### src/rtl/cyc_irq_timer.sv
module cyc_irq_timer #(
  parameter int DATA_W = 8,
  parameter int CNT_W  = 15
) (
  input  logic              clk,
  input  logic              rst_n,
  input  logic              wr_lo,
  input  logic              wr_hi,
  input  logic [DATA_W-1:0] wdata,
  input  logic              cyc_en,
  output logic              irq
);
  localparam int HI_W = CNT_W - DATA_W;
  localparam int EN_BIT = DATA_W - 1;

  logic [DATA_W-1:0] lo_hold;
  logic [CNT_W-1:0]  count;
  logic              run;
  logic              irq_q;

  wire tick    = run && cyc_en && !wr_hi;
  wire expires = tick && (count == '0);

  always_ff @(posedge clk) begin
    if (!rst_n) lo_hold <= '0;
    else if (wr_lo) lo_hold <= wdata;
  end

  always_ff @(posedge clk) begin
    if (!rst_n) begin
      count <= '0;
      run   <= 1'b0;
      irq_q <= 1'b0;
    end else if (wr_hi) begin
      count <= {wdata[HI_W-1:0], lo_hold};
      run   <= wdata[EN_BIT];
      irq_q <= 1'b0;
    end else if (expires) begin
      run   <= 1'b0;
      irq_q <= 1'b1;
    end else if (tick) begin
      count <= count - CNT_W'(1);
    end
  end

  assign irq = irq_q;


  ack_clears_chk: assert property (@(posedge clk) disable iff (!rst_n)
    wr_hi |=> !irq);


  irq_hold_chk: assert property (@(posedge clk) disable iff (!rst_n)
    (irq && !wr_hi) |=> irq);


  halt_on_irq_chk: assert property (@(posedge clk) disable iff (!rst_n)
    irq |-> !run);


  lo_no_count_chk: assert property (@(posedge clk) disable iff (!rst_n)
    (wr_lo && !wr_hi && !run) |=> ($stable(count) && !$rose(run)));


  idle_cycle_chk: assert property (@(posedge clk) disable iff (!rst_n)
    (!cyc_en && !wr_hi) |=> ($stable(count) && $stable(irq)));


  irq_source_chk: assert property (@(posedge clk) disable iff (!rst_n)
    $rose(irq) |-> $past(run && cyc_en && count == '0));
endmodule

### config.mk
export PLATFORM = sky130hd
export DESIGN_NAME = cyc_irq_timer
export DESIGN_NICKNAME = d
export VERILOG_FILES = /design/src/rtl/cyc_irq_timer.sv
export SDC_FILE = /design/constraint.sdc
export NUM_CORES = 1
export LEC_CHECK = 0
export ABC_CLOCK_PERIOD_IN_PS = 2050
export BUFFER_PORTS_ARGS = -buffer_cell sky130_fd_sc_hd__buf_2
export CELL_PAD_IN_SITES_DETAIL_PLACEMENT = 1
export CELL_PAD_IN_SITES_GLOBAL_PLACEMENT = 1
export CORE_ASPECT_RATIO = 0.6
export CORE_UTILIZATION = 39
export DETAILED_ROUTE_END_ITERATION = 6
export PLACE_DENSITY_LB_ADDON = 0.1
export SYNTH_ARGS = -nofsm -noshare
export SYNTH_HDL_FRONTEND = slang
export SYNTH_SLANG_ARGS = --single-unit
### constraint.sdc
create_clock -name clk -period 2.05 [get_ports clk]
set_input_delay 0.615 -clock clk [delete_from_list [all_inputs] [get_ports clk]]
set_output_delay 0.615 -clock clk [all_outputs]
set_load 0.05 [all_outputs]
==> impl_metrics.yaml <==
critical_path:
  criticalPathCategory: "flip-flop to flip-flop"
  critPathRequiredTime_ns: 2.24
  path_buf_inv: 0
  critPathMaxStageDelay_ns: 0.54
  critical_path.endpoint_type: "flip-flop"
  worst_r2r_startpoint: "count[7]$_SDFFE_PN0P_"
  crit_family: "simple AND/OR/NAND/NOR gates"
  cp_max_fo: 6
  critical_path.slowest_cell: "or4_4"
  worst_path_most_repeated_cell: "or4_4"
  crit_start: "count[7]$_SDFFE_PN0P_"
  reg2reg_setup_slack_ns: -0.04
  cp_data_arrival_time_ns: 2.28
  critPathLaunchType: "flip-flop"
  timing.critical_path.cells: "or4_4 > or4_4 > or4_4 > a31oi_1"
yosys:
  synth_top_area_cell: "dfxtp_1"
  synth.yosys.seq_area_share_pct: 39.0
  proportion_of_netlist_area_held_by_the_largest_area_contributor_pct: 39.0
  syn-mean-instance-area_um2: 8.84
  synthMostInstantiatedCell: "dfxtp_1"
  synthArstFlopShare_pct: 0
  post_synth_instance_area_um2: 1280
  synthCells: 145
  synth_nets: 159
  netlist_top_cells_count: "dfxtp_1, o21ai_0, clkbuf_1"
  post_synth_main_area_contributors: "dfxtp_1, mux2i_1, nor2b_1, o21ai_0, o311a_1"
  postSynth.topFlopCell: "dfxtp_1"
  synth.ff_latch_count: 25
  ys.warnings.count: 0
  synth_cell_type_count: 36
  synth_enable_flop_cells: 0
layout:
  stdcell_count: 213
  final_core_utilization_pct: 53.2
  final_design_area_no_fill_um2: 1600
  antenna_cells_inserted: 0
  nets: 186
  final_layout_size_suffix_gt1_share_pct: 31.0
  area_growth_pct: 24.5
detailed_routing:
  vias: 1240
  number_of_iterations_in_the_first_detailed_routing_pass: 4
  detail_route.wl_per_cell_um: 17.5
  detail_route.drc_violations: 0
  routed_wire_length_mm: 3.73
  average_vias_per_placed_instance: 5.82
  drtAntennaViolNets: 0
  drtIter0Drc: 52
timing:
  fin_worst_hold_slack_ns: 0.509
  rsz0062_at_grt: "yes"
  fin_skew_ns: 0.00558
  setup_viol: 1
  setup_ws_post_layout_ns: -0.0397
  timing.final.crit_period_ns: 2.09
  fin_tns_setup_ns: -0.0397
  max_freq_mhz: 479
  hold_violations: 0
  timing_max_transition_violations_final: 0
  worstMarginPinSlew_ns: 0.585
  layout_worst_path_cycle_share_pct: 102
  slew-limit-headroom_pct: 61.0
hold_path:
  holdCritPathClass: "flip-flop to flip-flop"
  holdCritStartpoint: "count[11]$_SDFFE_PN0P_"
clock_network:
  cts.clk_slew.worst_paths_ns: 0.09
  worst_skew_pair.late_latency_ns: 0.27
  cts_inserted_buffers: 3
  cts-root-to-sink-buffers: 2
  cts.hold.buffers_added: 0
  cts_root_buf: "clkbuf_8"
  cts_tree: "built"
  numClockSinks: 25
  htreeDepth: 1
global_routing:
  overflow: 0
  wire_length_of_the_first_global_routing_pass_mm: 5.99
  grt_pass1_vias: 1197
  antenna_violations_before_repair: 0
  grt_start_max_net_pins: 28
  grtUsageTotal_pct: 22.8
placed_design:
  place_congestion: 0.805
  place_hpwl_mm: 2.68
  pre_cts_ws_ns: -0.0834
  io_buffers: 13
  place_inst: 208
  dpl-instance-area_um2: 1500
pwr:
  netSwitchingPower_mw: 0.296
  max-vdd-ir-drop_mv: 0.392
  powerDensity_nw_per_um2: 663
  combinational_share_of_power_pct: 21.2
  post-layout-total-power_mw: 1.06
  p_int_mw: 0.762
  part_of_the_power_in_registers_pct: 51.2
  sw_frac_of_total_pct: 28.0
  power.leakage_nw: 0.624
  clock_network_fraction_of_total_power_pct: 27.5
floorplanning:
  ios: 14
  die_h_um: 46.4
  fp.dieArea_um2: 3530
  start_util_pct: 42.7
  number_of_rows_in_the_core_area: 15
  die-width_um: 76.0
  core_um2: 3000
flow_run:
  maxCapViolCount: 0
status:
  run_status: "finished with violations"
  violations: "setup timing"
-- path summary, 6_finish.rpt --
path,to,depth (start not counted)
worst min-delay path,count[11]$_SDFFE_PN0P_,2
worst max register to register,count[10]$_SDFFE_PN0P_,4
worst min register to register,count[11]$_SDFFE_PN0P_,2
worst max-delay path,count[10]$_SDFFE_PN0P_,4
-- cell type report --
class / instances / area (um2)
fill: 374 / 1410
clock buffer: 4 / 45.0
inverter: 4 / 15.0
tap: 42 / 52.6
timing repair buffer: 32 / 208
sequential: 25 / 505
multi-input combinational: 106 / 771
-- cells in the final DEF (no fill, tap or decap), drive strengths merged, types with 4 or more instances in the layout --
cell type and instances:
a21oi 5, buf 32, nor3 5, or4 6, clkbuf 4, nand2 5, inv 4, mux2i 8
o21a 5, nor2b 8, o21ai 10, a31oi 5, nand2b 4, nor4 4, nor2 8, dfxtp 25
o311a 4
-- what timing repair did --
item	CTS	global route
hold endpoints to repair	0	0
resized for setup	7	5
setup buffers	0	1
pin swaps	0	1
setup endpoints to repair	4	6
-- logic make-up (layout without fill, tap and decap cells) --
group | Yosys count | after routing | synth area share, %
buf+inv | 14 | 40 | 4.19
compound gates | 43 | 43 | 23.6
fa+ha+maj | 1 | 1 | 0.975
mux | 8 | 8 | 6.24
flops | 25 | 25 | 39.0
simple gates | 54 | 54 | 26.0
-- routing by layer --
metal | up-vias | track usage, % | routed length (um)
met2 | 20 | 40.7 | 1760
li1 | 605 | - | -
met4 | 0 | 3.85 | 16
met1 | 613 | 29.6 | 1850
met5 | - | 0 | 0
met3 | 2 | 4.95 | 104
-- power by group through the flow --
| stage | sequential [mW] | combinational (mW) | clock [mW] |
|---|---|---|---|
| finish | 0.542 | 0.225 | 0.291 |
| global route | 0.546 | 0.247 | 0.327 |
| CTS | 0.540 | 0.214 | 0.303 |
| detailed placement | 0.550 | 0.208 | 0 |
| global placement | 0.548 | 0.201 | 0 |
| floorplan | 0.547 | 0.126 | 0 |
-- flip-flops by register name, indices dropped and copies added, names as in the netlist --
| name | cells |
|---|---|
| lo_hold | 8 |
| count | 15 |
| irq | 1 |
| run | 1 |
-- worst min-delay path: cells and delay by family (launching register included) --
family	cells	cell delay [ns]
AO/OA/AOI/OAI	2	0.14
flip-flops	1	0.32
Power figures use the tool's default switching activity.
